--- src/rtl/sar_ctrl_pkg.sv ---
package sar_ctrl_pkg;

    typedef enum logic [1:0] {
        PH_IDLE   = 2'd0,
        PH_SAMPLE = 2'd1,
        PH_CONV   = 2'd2
    } phase_e;

    typedef enum logic [1:0] {
        SEL_HOLD  = 2'd0,
        SEL_SHIFT = 2'd1,
        SEL_CMP   = 2'd2,
        SEL_CLR   = 2'd3
    } cell_sel_e;

endpackage

--- src/rtl/sar_bit_cell.sv ---
module sar_bit_cell
    import sar_ctrl_pkg::*;
(
    input  logic      clk,
    input  cell_sel_e sel_i,
    input  logic      token_i,
    input  logic      cmp_i,
    output logic      bit_o
);

    logic bit_d;
    logic bit_q;

    always_comb begin
        unique case (sel_i)
            SEL_HOLD:  bit_d = bit_q;
            SEL_SHIFT: bit_d = token_i;
            SEL_CMP:   bit_d = cmp_i;
            default:   bit_d = 1'b0;
        endcase
    end

    always_ff @(posedge clk) begin
        bit_q <= bit_d;
    end

    assign bit_o = bit_q;

endmodule

--- src/rtl/sar_seq.sv ---
module sar_seq
    import sar_ctrl_pkg::*;
#(
    parameter int W = 8
) (
    input  logic         clk,
    input  logic         rst,
    input  logic         start_i,
    output phase_e       phase_o,
    output logic         load_o,
    output logic [W-1:0] trial_oh_o,
    output logic         done_o
);

    localparam int STW  = (W > 1) ? $clog2(W) : 1;
    localparam int LAST = W - 1;

    typedef struct packed {
        phase_e         phase;
        logic [STW-1:0] step;
        logic           done;
    } seq_t;

    seq_t st_d;
    seq_t st_q;

    always_comb begin
        st_d      = st_q;
        st_d.done = 1'b0;
        unique case (st_q.phase)
            PH_IDLE: begin
                if (start_i) begin
                    st_d.phase = PH_SAMPLE;
                    st_d.step  = '0;
                end
            end
            PH_SAMPLE: begin
                st_d.phase = PH_CONV;
            end
            PH_CONV: begin
                if (int'(st_q.step) == LAST) begin
                    st_d.phase = PH_IDLE;
                    st_d.step  = '0;
                    st_d.done  = 1'b1;
                end else begin
                    st_d.step = st_q.step + 1'b1;
                end
            end
            default: st_d.phase = PH_IDLE;
        endcase
        if (rst) begin
            st_d = '{phase: PH_IDLE, step: '0, done: 1'b0};
        end
    end

    always_ff @(posedge clk) begin
        st_q <= st_d;
    end

    always_comb begin
        for (int i = 0; i < W; i++) begin
            trial_oh_o[i] = (st_q.phase == PH_CONV) && (i == (LAST - int'(st_q.step)));
        end
    end

    assign phase_o = st_q.phase;
    assign load_o  = (st_q.phase == PH_IDLE) && start_i && !rst;
    assign done_o  = st_q.done;

endmodule

--- src/rtl/sar_ctrl.sv ---
module sar_ctrl
    import sar_ctrl_pkg::*;
#(
    parameter int W = 8
) (
    input  logic         clk,
    input  logic         rst,
    input  logic         start_i,
    input  logic         cmp_i,
    output logic [W-1:0] dac_word_o,
    output logic         sample_o,
    output logic         busy_o,
    output logic [W-1:0] result_o,
    output logic         done_o
);

    phase_e       phase;
    logic         load;
    logic [W-1:0] trial_oh;
    logic [W-1:0] word;

    sar_seq #(.W(W)) u_seq (
        .clk        (clk),
        .rst        (rst),
        .start_i    (start_i),
        .phase_o    (phase),
        .load_o     (load),
        .trial_oh_o (trial_oh),
        .done_o     (done_o)
    );

    for (genvar i = 0; i < W; i++) begin : g_cell
        cell_sel_e sel;
        logic      token;

        if (i == W - 1) begin : g_top
            assign token = load;
        end else begin : g_low
            assign token = trial_oh[i+1];
        end

        always_comb begin
            if (rst) begin
                sel = SEL_CLR;
            end else if (load) begin
                sel = (i == W - 1) ? SEL_SHIFT : SEL_CLR;
            end else if (trial_oh[i]) begin
                sel = SEL_CMP;
            end else if (token && (i != W - 1)) begin
                sel = SEL_SHIFT;
            end else begin
                sel = SEL_HOLD;
            end
        end

        sar_bit_cell u_cell (
            .clk     (clk),
            .sel_i   (sel),
            .token_i (token),
            .cmp_i   (cmp_i),
            .bit_o   (word[i])
        );
    end

    assign dac_word_o = word;
    assign result_o   = word;
    assign sample_o   = (phase == PH_SAMPLE);
    assign busy_o     = (phase != PH_IDLE);

endmodule

--- config.mk ---
export PLATFORM = sky130hd
export DESIGN_NAME = sar_ctrl
export DESIGN_NICKNAME = d
export VERILOG_FILES = /design/src/rtl/sar_ctrl_pkg.sv /design/src/rtl/sar_bit_cell.sv /design/src/rtl/sar_seq.sv /design/src/rtl/sar_ctrl.sv
export SDC_FILE = /design/constraint.sdc
export NUM_CORES = 1
export LEC_CHECK = 0
export ABC_AREA = 1
export CORE_MARGIN = 2
export CORE_UTILIZATION = 40
export DETAILED_ROUTE_END_ITERATION = 6
export PLACE_DENSITY = 0.63
export SYNTH_ARGS = -nofsm -noshare
export SYNTH_HDL_FRONTEND = slang
export SYNTH_SLANG_ARGS = --single-unit
--- constraint.sdc ---
create_clock -name clk -period 2.4 [get_ports clk]
set_input_delay 0.72 -clock clk [delete_from_list [all_inputs] [get_ports clk]]
set_output_delay 0.72 -clock clk [all_outputs]
set_load 0.02 [all_outputs]
Yosys cells after proc, flatten, opt, wreduce, memory -nomap -nowiden
Index checks and enable logic that the tools add are counted.
{ "word_totals": {"reg_bits": 14, "output_inout_bits": 19, "word_cells": 113} }
{ "op_classes": {"add_sub_neg": 2, "n_eq_ne": 28, "mux": 45, "bitwise_logic": 1, "reduce_logical": 26} }
{ "op_table": {"columns": ["cell", "count"], "rows": [
  ["equality test 4 x 32 -> 1 bit, first input constant", 4],
  ["equality test 3 x 32 -> 1 bit, first input constant", 2],
  ["2-to-1 mux 2 bit", 25],
  ["equality test 2 x 32 -> 1 bit, first input constant", 1],
  ["zero test 32 bit", 1],
  ["case mux 1 bit (3 select lines)", 8],
  ["equality test 2 x 1 -> 1 bit, second input constant", 9],
  ["equality test 2 bit, second input constant", 9],
  ["zero test 2 bit", 9],
  ["logical AND 1 bit", 10],
  ["2-to-1 mux 1 bit", 8],
  ["case mux 2 bit (3 select lines)", 1],
  ["case mux 3 bit (2 select lines)", 1],
  ["2-to-1 mux 5 bit", 1],
  ["AND reduction 2 bit", 2],
  ["nonzero test 2 bit", 2],
  ["subtractor 3 x 3 -> 4 bit, first input constant", 1],
  ["adder 3 x 1 -> 3 bit, second input constant", 1],
  ["equality test 3 x 1 -> 1 bit, second input constant", 1],
  ["2-to-1 mux 3 bit", 1],
  ["inequality test 2 x 1 -> 1 bit, second input constant", 1],
  ["inequality test 2 bit, second input constant", 1],
  ["OR reduction 2 bit", 1],
  ["zero test 1 bit", 1],
  ["inverter 1 bit", 1]
]} }

Longest topological paths before layout
Gate-level depths: netlist (run 1).
{ "depth": {"ltp_word": 9, "depth_mapped": 11, "ltp_nobuf": 11} }

Hierarchy
From an unflattened synthesis (run 1), not the netlist that was laid out.
{ "unflattened": {"hier_cells": 189, "area_unflattened_um2": 1417.6} }
{ "by_module_without_submodules": {"columns": ["module", "instances", "cells_per_inst", "area_per_inst_um2"], "rows": [
  ["sar_bit_cell", 8, 11, 98.8],
  ["sar_seq", 1, 55, 406.6],
  ["sar_ctrl", 1, 46, 220.2]
]} }

Worst setup path before layout (run 1)
No wires, ideal clock.
{ "synth_path": {"path_type": "in2reg", "startpoint": "input port rst", "endpoint": "register g_cell[3].u_cell.bit_q, data pin", "setup_time_ns": 0.256, "arrival_ns": 1.497, "t_required_ns": 2.144, "path_slack_ns": 0.647, "cell_stages": 8, "cell_sequence": "inv_1 nand2_4 buf_12 nor2_1 nor2_1 ha_1 nand3_1 a21oi_1"} }
{ "synth_via": {"elab_chain_cells": 6, "word_cells_on_any_way": 8, "cone_classes": "eq/ne: 2; mux: 3; reduce/logical: 3"} }
{ "synth_rtl": {"columns": ["item", "line", "source"], "rows": [
  ["start: declaration", "sar_ctrl.sv:7", "input logic rst,"],
  ["zero test 1 bit", "sar_seq.sv:67", "assign load_o = (st_q.phase == PH_IDLE) && start_i && !rst;"],
  ["logical AND 1 bit", "sar_seq.sv:67", null],
  ["2-to-1 mux 2 bit", "sar_ctrl.sv:45", "end else if (load) begin"],
  ["2-to-1 mux 2 bit *", "sar_ctrl.sv:43", "if (rst) begin"],
  ["equality test 2 bit, or another cell as far along", "sar_bit_cell.sv:15", "unique case (sel_i)"],
  ["case mux 1 bit (3 select lines) *", "sar_bit_cell.sv:15", null],
  ["named net g_cell[3].u_cell.bit_d", "sar_bit_cell.sv:11", "logic bit_d;"],
  ["end signal: assignment", "sar_bit_cell.sv:24", "bit_q <= bit_d;"],
  ["end: declaration", "sar_bit_cell.sv:12", "logic bit_q;"]
]} }
Mark *: on every way through the listed nets, which the timed path passes. The rest lies on a longest branch.
A chain may end at the register's enable or synchronous reset.

Worst setup path after layout (run 1)
{ "layout_path": {"startpoint": "register u_seq.st_q (netlist bit u_seq.phase_o[0])", "endpoint": "output port sample_o"} }
{ "layout_via": {"elab_chain_cells": 1} }
{ "layout_rtl": {"columns": ["item", "line", "source"], "rows": [
  ["start: declaration", "sar_seq.sv:25", "seq_t st_q;"],
  ["start signal: assignment", "sar_seq.sv:57", "st_q <= st_d;"],
  ["equality test 2 x 1 -> 1 bit", "sar_ctrl.sv:67", "assign sample_o = (phase == PH_SAMPLE);"],
  ["end: declaration", "sar_ctrl.sv:11", "output logic sample_o,"]
]} }
No other way between the ends.

==> flow_summary_export.csv, run 1 <==
group,metric,value,unit
synth,yosys_register_bits,14,
finish,antennaDiodeCount,0,
sta,max_clock_freq,454.6,MHz
global_routing,global_route.overflow_total,0,
sta,worstMarginPinSlew,334.7,ps
global_routing,grt_start_max_net_pins,15,
clock_network,cts_hold_buffers,0,
place,place_area,1577,µm²
sta,finClkSkew,0.8951,ps
floorplanning,io_count,23,
floorplanning,core_region,3390,µm²
place,globalplace.congestion,0.8512,
sta,post-route-period-util,91.65,%
pwr,report.power.total,636.9,µW
pwr,power_frac_seq,44.1,%
worst_setup_path,worst_ep_required_time,1680,ps
global_routing,busiest_layer,"met2",
global_routing,global_route_usage_over_all_layers,13.25,%
sta,report.final.hold_viol_count,0,
floorplanning,die_w,63.85,µm
route,final_antenna_violating_net_count,0,
synth,synth_enable_flop_cells,8,
clock_network,clkLatencyLatePin,280,ps
global_routing,use_met1,15.23,%
route,wire_per_inst,9.878,µm
clock_network,ctsRootBufferMaster,"sky130_fd_sc_hd__clkbuf_4",
synth,seq_area_frac_synth,25.15,%
synth,post-synth-top-area-cell,"sky130_fd_sc_hd__ha_1",
clock_network,cts-root-to-sink-buffers,2,
route,remaining_drc_errors,0,
route,dr.first_iter.drc_count,20,
floorplanning,design.die.area,4076,µm²
pwr,p_sw,216.1,µW
finish,layout.area.seq,360.3,µm²
route,drt_first_pass_iters,4,
clock_network,cts_buffers,3,
sta,fin_crit,2200,ps
global_routing,via_count_of_the_first_global_routing_pass,1059,
clock_network,tritoncts_sink_count,14,
clock_network,number_of_setup_buffers_added_after_cts,0,
finish,num-nets-final,226,
pwr,switching_share,33.92,%
floorplanning,die_y,63.85,µm
worst_hold_path,hp-class,"reg -> reg",
sta,finalWorstSetupSlack,200.4,ps
pwr,pwr-share-clk,21.6,%
global_routing,grt_antenna_before_repair,0,
worst_setup_path,cp_max_fo,4,
pwr,combinationalPowerShare,34.3,%
floorplanning,initial_core_util,42.27,%
synth,synth.top_cells.by_area,"sky130_fd_sc_hd__ha_1, sky130_fd_sc_hd__edfxtp_1, sky130_fd_sc_hd__inv_1, sky130_fd_sc_hd__buf_4, sky130_fd_sc_hd__dfxtp_1",
finish,multiInputGateArea,758.2,µm²
worst_setup_path,critical_path_buf_inv_count,2,
synth,synth.top_cells.by_count,"sky130_fd_sc_hd__inv_1, sky130_fd_sc_hd__ha_1, sky130_fd_sc_hd__nand2_1, sky130_fd_sc_hd__a21oi_1, sky130_fd_sc_hd__buf_4",
pwr,internal_power,420.9,µW
pwr,irDropWorstVdd,0.1729,mV
worst_setup_path,slowest_delay,590,ps
synth,synthMostInstantiatedCell,"sky130_fd_sc_hd__inv_1",
synth,mappedNetlistArea,1433,µm²
synth,synthDistinctLibCells,18,
global_routing,first_pass_grt_wire_length,4347,µm
sta,fin_tns_setup,0,ps
finish,layout.filler_cells,328,
synth,syn_avg_cell_area,7.829,µm²
worst_setup_path,crit_path_end_kind,"output pin",
place,dp_hpwl,1926,µm
sta,timing_max_transition_violations_final,0,
route,viasPerCell,4.502,
worst_setup_path,critical-path-top-delay-family,"buffers and inverters",
clock_network,register_clock_pin_slew_on_the_reported_worst_setup_and_hold_paths,90,ps
synth,syn_nets,216,
flow_run,timing.max_cap.violations,0,
route,postRouteWirelength,2341,µm
synth,ys.warnings.count,0,
sta,slew_headroom,77.61,%
place,preCtsSetupSlack,71.86,ps
synth,async_flop_share,0,%
finish,layout.cell_area.non_filler,1599,µm²
finish,drive_above_1_share,9.948,%
finish,area_growth,11.62,%
sta,finalSetupViolations,0,
clock_network,htreeDepth,1,
synth,dominantRegCellSynth,"sky130_fd_sc_hd__edfxtp_1",
floorplanning,rows,21,
worst_setup_path,timing.setup.critical_path_class,"reg -> out",
outcome,run_status,"completed",
clock_network,clock_tree_from_tritoncts,"yes",
global_routing,gr-usage-met3,1.585,%
route,vias,1067,
pwr,power_density,398.3,nW/µm²
worst_setup_path,cp.arrival,1480,ps
worst_setup_path,timing.critical_path.slowest_stage_cell,"sky130_fd_sc_hd__clkdlybuf4s50_1",
worst_setup_path,cp_cell_sequence,"nand2_1 -> inv_1 -> clkdlybuf4s50_1",
worst_setup_path,cp-start-kind,"flop",
synth,synth.top_cell.area_share,25.33,%
sta,rsz0062_at_grt,"false",
pwr,p_leak,0.7833,nW
global_routing,grtUsageMet2,24.35,%
clock_network,cts-resized-gates,0,
synth,post_synth_inst_count,183,
place,port_buffers,22,
==> worst min-delay path, cell delays in order (launching register included) <==
cell,delay (ps)
sky130_fd_sc_hd__dfxtp_1,350
sky130_fd_sc_hd__nand2_1,80
sky130_fd_sc_hd__a21oi_1,60
==> area by class of cell <==
type,instances,area share (%)
Multi-Input combinational cell,107,47.42
Sequential cell,14,22.54
Timing Repair Buffer,25,15.18
Inverter,42,9.859
Tap cell,46,3.599
Clock buffer,3,1.408
==> power by group through the flow <==
stage / Combinational (mW) / Sequential, mW / Clock [mW]
finish: 0.218 / 0.281 / 0.138
global route: 0.244 / 0.283 / 0.155
CTS: 0.222 / 0.281 / 0.148
detailed placement: 0.222 / 0.287 / 0
global placement: 0.213 / 0.285 / 0
floorplan: 0.174 / 0.285 / 0
==> sequential cells by signal, indices dropped and copies added, names as in the netlist <==
signal,flops
u_seq.done_o,1
g_cell.u_cell.bit_o,8
u_seq.phase_o,2
u_seq.st_q,3
==> placed cells by master, fill, tap and decap left out, drive strengths merged <==
master,Yosys,final
buf,19,3
dfxtp,6,6
edfxtp,8,8
clkdlybuf4s50,0,22
a21oi,18,18
ha,29,29
nor2,21,21
clkbuf,1,3
nand2,27,27
nand3,8,8
o21ai,4,4
inv,42,42
==> worst paths after layout <==
kind	end	from	cells past startpoint	slack, ps
max reg2reg	g_cell[3].u_cell.bit_o$_DFFE_PP_	u_seq.st_q[3]$_SDFFE_PP0P_	9	560
min	u_seq.st_q[2]$_SDFFE_PP0P_	u_seq.st_q[2]$_SDFFE_PP0P_	2	530
max	sample_o	u_seq.phase_o[0]$_SDFFE_PP0P_	3	200
min reg2reg	u_seq.st_q[2]$_SDFFE_PP0P_	u_seq.st_q[2]$_SDFFE_PP0P_	2	530
==> cell families after synthesis <==
group	Yosys count	share of synthesized area (%)
buffers and inverters	62	21.92
AOI/OAI and AO/OA	22	7.686
and+or+nand+nor	56	19.91
adders and majority gates	29	25.33
DFF	14	25.15
==> routing by layer <==
layer  vias up  share of wire, %
li1        559                 -
met1       487                45
met2        19                50
met3         2               3.8
met4         0              0.98
met5         -                 0
==> per-stage QoR <==
step | utilization (%) | cells | hold slack [ps]
2_1_floorplan | - | 183 | 468.0
3_3_place_gp | 46.51 | 234 | 489.0
3_5_place_dp | 46.51 | 234 | 517.7
4_1_cts | 47.18 | 237 | 532.0
5_1_grt | 47.18 | 237 | 561.1
6_report | 47.18 | 237 | 526.4
(Power assumes the default switching activity.)
==> inputs of run 2 (changes only) <==
--- a/config.mk
+++ b/config.mk
@@ -5,7 +5,6 @@
 export SDC_FILE = /design/constraint.sdc
 export NUM_CORES = 1
 export LEC_CHECK = 0
-export ABC_AREA = 1
 export CORE_MARGIN = 2
 export CORE_UTILIZATION = 40
 export DETAILED_ROUTE_END_ITERATION = 6
==> run 2 against run 1 <==
First-iteration DRC count shrank 55%. Die area shrank 4.7%. Critical path type unchanged. Sequential share of layout area up 0.82 points. Largest cell class unchanged. Clock skew hardly changed. Global-route usage grew 0.69 points. Non-clock buffer count is 2 higher. Combinational power barely moved. Clock power rose by 4%. Highest routed layer unchanged.
==> flow_summary_export.csv, run 2 <==
group,metric,value,unit
synth,synth.top_cell.area_share,26.65,%
pwr,p_sw,214.9,µW
place,port_buffers,22,
synth,mappedNetlistArea,1361,µm²
outcome,run_status,"completed",
sta,finalWorstSetupSlack,139.3,ps
clock_network,cts_buffers,3,
pwr,combinationalPowerShare,33.9,%
pwr,irDropWorstVdd,0.2263,mV
worst_setup_path,timing.reg2reg.worst_path_depth,6,
finish,area_growth,13.33,%
synth,syn_nets,190,
global_routing,grt_start_max_net_pins,26,
synth,synthMostInstantiatedCell,"sky130_fd_sc_hd__ha_1",
finish,utilization,46.60,%
synth,synth.top_cells.by_area,"sky130_fd_sc_hd__ha_1, sky130_fd_sc_hd__edfxtp_1, sky130_fd_sc_hd__buf_4, sky130_fd_sc_hd__dfxtp_1, sky130_fd_sc_hd__nand2_1",
global_routing,grtUsageMet2,24.73,%
sta,finClkSkew,0.9036,ps
worst_setup_path,worstReg2RegEnd,"g_cell[5].u_cell.bit_o$_DFFE_PP_",
route,remaining_drc_errors,0,
clock_network,htreeDepth,1,
worst_setup_path,slowest_delay,620,ps
worst_hold_path,end_of_the_worst_hold_path,"u_seq.st_q[2]$_SDFFE_PP0P_",
sta,rsz0062_at_grt,"false",
worst_setup_path,timing.setup.critical_path_class,"reg -> out",
flow_run,timing.max_cap.violations,0,
clock_network,tritoncts_sink_count,14,
global_routing,grt_antenna_before_repair,0,
pwr,switching_share,33.47,%
synth,synth.top_cells.by_count,"sky130_fd_sc_hd__ha_1, sky130_fd_sc_hd__buf_4, sky130_fd_sc_hd__nand2_1, sky130_fd_sc_hd__inv_1, sky130_fd_sc_hd__a21oi_1",
sta,fin_tns_setup,0,ps
sta,finalSetupViolations,0,
worst_setup_path,regToRegSetupSlack,380,ps
route,final_antenna_violating_net_count,0,
clock_network,register_clock_pin_slew_on_the_reported_worst_setup_and_hold_paths,90,ps
global_routing,busiest_layer,"met2",
worst_setup_path,critical-path-top-delay-family,"buffers and inverters",
route,postRouteWirelength,2446,µm
floorplanning,die_y,62.34,µm
finish,leading_cell_type_in_the_layout_fill_and_taps_excluded,"sky130_fd_sc_hd__ha_1",
worst_hold_path,worst_hold_path.num_cells,2,
sta,final.hold.worst_slack,544.8,ps
pwr,power_frac_seq,43.7,%
route,drt_first_pass_iters,4,
floorplanning,io_count,23,
finish,max_reg_flops,8,
worst_setup_path,worst_ep_required_time,1680,ps
worst_setup_path,cp.arrival,1540,ps
worst_setup_path,crit_path_end_kind,"output pin",
place,preCtsSetupSlack,-179.5,ps
route,vias,1019,
global_routing,gr-usage-met3,1.993,%
worst_setup_path,number_of_cells_on_the_critical_path,2,
worst_setup_path,cp_cell_sequence,"nor2b_1 -> clkdlybuf4s50_1",
synth,yosys_register_bits,14,
clock_network,clock_tree_from_tritoncts,"yes",
sta,slew_headroom,61.88,%
worst_setup_path,cp-start-kind,"flop",
synth,ys.warnings.count,0,
global_routing,first_pass_grt_wire_length,4402,µm
pwr,p_leak,0.6516,nW
place,globalplace.congestion,0.7979,
pwr,internal_power,427.2,µW
sta,timing_max_transition_violations_final,0,
worst_hold_path,worst_hold_startpoint,"u_seq.st_q[2]$_SDFFE_PP0P_",
route,wire_per_inst,11.70,µm
sta,worstMarginPinSlew,569.4,ps
floorplanning,core_region,3311,µm²
pwr,power_density,416.2,nW/µm²
worst_setup_path,critical_path_buf_inv_count,1,
synth,post_synth_inst_count,157,
global_routing,global_route_usage_over_all_layers,13.93,%
sta,report.final.hold_viol_count,0,
route,viasPerCell,4.876,
floorplanning,rows,21,
clock_network,ctsRootBufferMaster,"sky130_fd_sc_hd__clkbuf_4",
sta,max_clock_freq,442.3,MHz
floorplanning,initial_core_util,41.12,%
global_routing,via_count_of_the_first_global_routing_pass,1039,
clock_network,clkLatencyLatePin,290,ps
finish,num-nets-final,198,
finish,drive_above_1_share,7.362,%
sta,post-route-period-util,94.20,%
global_routing,global_route.overflow_total,0,
synth,seq_area_frac_synth,26.47,%
sta,fin_crit,2261,ps
finish,antennaDiodeCount,0,
place,dp_hpwl,1870,µm
synth,syn_avg_cell_area,8.671,µm²
synth,post-synth-top-area-cell,"sky130_fd_sc_hd__ha_1",
worst_setup_path,timing.critical_path.slowest_stage_cell,"sky130_fd_sc_hd__clkdlybuf4s50_1",
floorplanning,design.die.area,3886,µm²
floorplanning,die_w,62.34,µm
global_routing,use_met1,16.16,%
synth,async_flop_share,0,%
synth,synth_enable_flop_cells,8,
worst_setup_path,cp_max_fo,6,
clock_network,cts-root-to-sink-buffers,2,
worst_hold_path,hp-class,"reg -> reg",
synth,dominantRegCellSynth,"sky130_fd_sc_hd__edfxtp_1",
synth,synthDistinctLibCells,30,
worst_setup_path,timing.rr.start,"u_seq.phase_o[1]$_SDFFE_PP0P_",
pwr,pwr-share-clk,22.4,%
route,dr.first_iter.drc_count,9,
finish,layout.cells.most_common_list,"sky130_fd_sc_hd__ha_1, sky130_fd_sc_hd__clkdlybuf4s50_1, sky130_fd_sc_hd__nand2_1, sky130_fd_sc_hd__inv_1, sky130_fd_sc_hd__a21oi_1",
run 2: changes by cell type after synthesis, moves of 4 or more:
cell	previous run	this run
sky130_fd_sc_hd__nor2_1	11	6
sky130_fd_sc_hd__nor2_4	6	0
sky130_fd_sc_hd__nor2_2	4	0
sky130_fd_sc_hd__o21a_1	0	6
sky130_fd_sc_hd__a21oi_1	18	10
sky130_fd_sc_hd__nand2_1	25	19
sky130_fd_sc_hd__nand3_1	8	4
sky130_fd_sc_hd__a32oi_1	0	4
sky130_fd_sc_hd__inv_1	41	14
sky130_fd_sc_hd__and2_1	0	4
run 2: layout make-up:
class                           count  area (µm²)
Inverter                           15       61.31
Timing Repair Buffer               27       257.7
Clock buffer                        3       22.52
Sequential cell                    14       360.3
Multi-Input combinational cell    104       783.3
Tap cell                           46       57.56
Fill cell                         343        1768
run 2: worst min-delay path, cell delays in order, from the launching register on:
cell                      delay, ps
sky130_fd_sc_hd__dfxtp_1        330
sky130_fd_sc_hd__inv_1           90
sky130_fd_sc_hd__o31ai_1         80
run 2: how the worst max path moves through the flow:
stage                     slack (ps)                               end                          start
after CTS                        130  g_cell[5].u_cell.bit_o$_DFFE_PP_                        start_i
after global routing               9                          sample_o  u_seq.phase_o[0]$_SDFFE_PP0P_
after floorplan                  230  g_cell[5].u_cell.bit_o$_DFFE_PP_                        start_i
final                            140                          sample_o  u_seq.phase_o[0]$_SDFFE_PP0P_
after global placement          -100  g_cell[5].u_cell.bit_o$_DFFE_PP_                        start_i
after detailed placement        -180  g_cell[5].u_cell.bit_o$_DFFE_PP_                        start_i
run 2: timing repair:
action,4_1_cts,5_1_grt
buffers inserted,0,0
setup endpoints to repair,0,4
resized for setup,0,2
hold buffers,0,0
run 2: cells by family (layout without fill, tap and decap cells):
logic type / Yosys count / count (layout) / share of synthesized area [%]
compound gates: 29 / 29 / 13.69
simple gates: 46 / 46 / 16.82
buf+inv: 39 / 45 / 16.36
flops: 14 / 14 / 26.47
fa+ha+maj: 29 / 29 / 26.65
run 2: per-layer routing:
| layer | up-vias | share of wire (%) |
|---|---|---|
| li1 | 526 | - |
| met1 | 471 | 45 |
| met2 | 17 | 50 |
| met3 | 5 | 2.3 |
| met4 | 0 | 2.3 |
| met5 | - | 0 |
run 2: per-stage QoR:
stage	area (µm²)	std cells	power [mW]
after floorplan	1361	157	0.4499
after global placement	1513	206	0.4933
after detailed placement	1513	206	0.5046
after CTS	1535	209	0.6495
after global routing	1543	209	0.6820
final	1543	209	0.6421
run 2: power groups by stage:
stage          Sequential, mW  Combinational, mW  Clock [mW]
6_report                0.281              0.218       0.144
5_1_grt                 0.284              0.242       0.156
4_1_cts                 0.281              0.219       0.150
3_5_place_dp            0.286              0.218           0
3_3_place_gp            0.285              0.208           0
2_1_floorplan           0.284              0.166           0
==> inputs of run 3 (changes only) <==
--- a/config.mk
+++ b/config.mk
@@ -6,9 +6,10 @@
 export NUM_CORES = 1
 export LEC_CHECK = 0
 export CORE_MARGIN = 2
-export CORE_UTILIZATION = 40
+export CORE_UTILIZATION = 47
+export CTS_BUF_LIST = sky130_fd_sc_hd__clkbuf_4
 export DETAILED_ROUTE_END_ITERATION = 6
-export PLACE_DENSITY = 0.63
+export PLACE_DENSITY = 0.72
 export SYNTH_ARGS = -nofsm -noshare
 export SYNTH_HDL_FRONTEND = slang
 export SYNTH_SLANG_ARGS = --single-unit
==> run 3 against run 2 <==
Clock-buffer cell count is the same. Routed wire length shrank 5.2%. Sequential power is essentially flat. Highest routed layer unchanged.
==> flow_summary_export.csv, run 3 (synthesis results as in run 2) <==
group,metric,value,unit
outcome,run_status,"completed",
pwr,irDropWorstVdd,0.3712,mV
finish,layout.cell_area.non_filler,1525,µm²
pwr,combinationalPowerShare,33.7,%
flow_run,timing.max_cap.violations,0,
global_routing,grt_start_max_net_pins,26,
clock_network,clock_tree_from_tritoncts,"yes",
clock_network,cts_hold_buffers,0,
pwr,pwr-share-clk,22.3,%
worst_setup_path,cp.arrival,1540,ps
route,wire_per_inst,11.89,µm
route,postRouteWirelength,2318,µm
clock_network,htreeDepth,1,
worst_setup_path,cp-start-kind,"flop",
worst_setup_path,timing.setup.critical_path_class,"reg -> out",
sta,max_clock_freq,442.6,MHz
pwr,report.power.total,637.9,µW
place,port_buffers,22,
floorplanning,die_y,57.82,µm
place,dp_hpwl,1774,µm
pwr,internal_power,428.4,µW
worst_setup_path,cp_max_fo,6,
clock_network,ctsRootBufferMaster,"sky130_fd_sc_hd__clkbuf_4",
finish,leading_cell_type_in_the_layout_fill_and_taps_excluded,"sky130_fd_sc_hd__ha_1",
sta,finalSetupViolations,0,
finish,area_growth,12.04,%
finish,drive_above_1_share,7.317,%
pwr,switching_share,32.84,%
finish,max_reg_flops,8,
worst_setup_path,worst_ep_required_time,1680,ps
floorplanning,rows,19,
worst_setup_path,crit_path_end_kind,"output pin",
finish,antennaDiodeCount,0,
worst_setup_path,timing.critical_path.slowest_stage_cell,"sky130_fd_sc_hd__clkdlybuf4s50_1",
sta,slew_headroom,62.88,%
floorplanning,die_w,57.82,µm
route,viasPerCell,5.385,
sta,timing_max_transition_violations_final,0,
route,drt_first_pass_iters,4,
sta,finClkSkew,6.343,ps
route,vias,1050,
global_routing,global_route_usage_over_all_layers,15.83,%
pwr,p_sw,209.5,µW
floorplanning,initial_core_util,49.36,%
floorplanning,design.die.area,3343,µm²
sta,fin_crit,2260,ps
pwr,power_frac_seq,44.0,%
clock_network,cts-root-to-sink-buffers,2,
route,final_antenna_violating_net_count,0,
finish,layout.cells.most_common_list,"sky130_fd_sc_hd__ha_1, sky130_fd_sc_hd__clkdlybuf4s50_1, sky130_fd_sc_hd__nand2_1, sky130_fd_sc_hd__inv_1, sky130_fd_sc_hd__a21oi_1",
global_routing,via_count_of_the_first_global_routing_pass,1007,
global_routing,global_route.overflow_total,0,
pwr,power_density,418.2,nW/µm²
finish,num-nets-final,198,
sta,post-route-period-util,94.15,%
worst_hold_path,hp-class,"reg -> reg",
floorplanning,core_region,2758,µm²
clock_network,register_clock_pin_slew_on_the_reported_worst_setup_and_hold_paths,90,ps
clock_network,tritoncts_sink_count,14,
worst_setup_path,cp_cell_sequence,"nor2b_1 -> clkdlybuf4s50_1",
clock_network,clkLatencyLatePin,290,ps
floorplanning,io_count,23,
global_routing,first_pass_grt_wire_length,4084,µm
finish,multiInputGateArea,783.3,µm²
route,dr.first_iter.drc_count,13,
clock_network,cts_buffers,3,
global_routing,grt_antenna_before_repair,0,
place,globalplace.congestion,0.7888,
worst_setup_path,slowest_delay,620,ps
sta,worstMarginPinSlew,554.3,ps
place,place_area,1494,µm²
sta,report.final.hold_viol_count,0,
sta,final.hold.worst_slack,562.8,ps
finish,layout.filler_cells,245,
sta,rsz0062_at_grt,"false",
finish,layout.area.seq,360.3,µm²
route,remaining_drc_errors,0,
pwr,p_leak,0.6536,nW
run 3: path summary, 6_finish.rpt:
path / cells past startpoint / end / slack (ps) / start
worst max-delay path: 2 / sample_o / 140 / u_seq.phase_o[0]$_SDFFE_PP0P_
worst max register to register: 6 / g_cell[5].u_cell.bit_o$_DFFE_PP_ / 410 / u_seq.phase_o[1]$_SDFFE_PP0P_
worst min register to register: 2 / u_seq.st_q[2]$_SDFFE_PP0P_ / 560 / u_seq.st_q[2]$_SDFFE_PP0P_
worst min-delay path: 2 / u_seq.st_q[2]$_SDFFE_PP0P_ / 560 / u_seq.st_q[2]$_SDFFE_PP0P_
run 3: layout make-up:
| class | count | share of cell area [%] |
|---|---|---|
| Inverter | 15 | 3.856 |
| Clock buffer | 3 | 1.477 |
| Timing Repair Buffer | 27 | 16.90 |
| Tap cell | 31 | 2.543 |
| Clock inverter | 1 | 0.2461 |
| Multi-Input combinational cell | 104 | 51.35 |
| Sequential cell | 14 | 23.63 |
run 3: what timing repair did:
action | CTS | global route
endpoints found under the setup margin | 0 | 1
resized for setup | 0 | 1
buffers inserted | 0 | 0
run 3: power groups by stage:
stage / logic (mW) / clock network [mW] / registers [mW]
after floorplan: 0.166 / 0 / 0.284
after global placement: 0.208 / 0 / 0.285
after detailed placement: 0.215 / 0 / 0.286
after CTS: 0.217 / 0.147 / 0.281
after global routing: 0.240 / 0.158 / 0.282
final: 0.215 / 0.143 / 0.281
run 3: through the flow:
step | instances | setup WS, ps | setup TNS, ps | util, %
finish | 195 | 140.4 | 0 | 55.31
floorplan | 157 | 234.2 | 0 | -
global route | 195 | 16.16 | 0 | 55.31
global placement | 191 | -86.12 | -529.7 | 54.17
CTS | 195 | 149.1 | 0 | 55.13
detailed placement | 191 | -148.6 | -847.5 | 54.17
run 3: routing by layer:
metal | global-route usage (%) | up-vias | share of wire [%]
met5 | 0 | - | 0
met4 | 8.306 | 0 | 2.5
met3 | 2.902 | 8 | 3.4
met2 | 28.08 | 21 | 49
met1 | 17.95 | 495 | 45
li1 | - | 526 | -
run 3: critical path, delay by kind of cell, from the launching register on:
family / cells / cell delay [ps]
buf+inv: 1 / 620
simple gates: 1 / 200
flops: 1 / 430
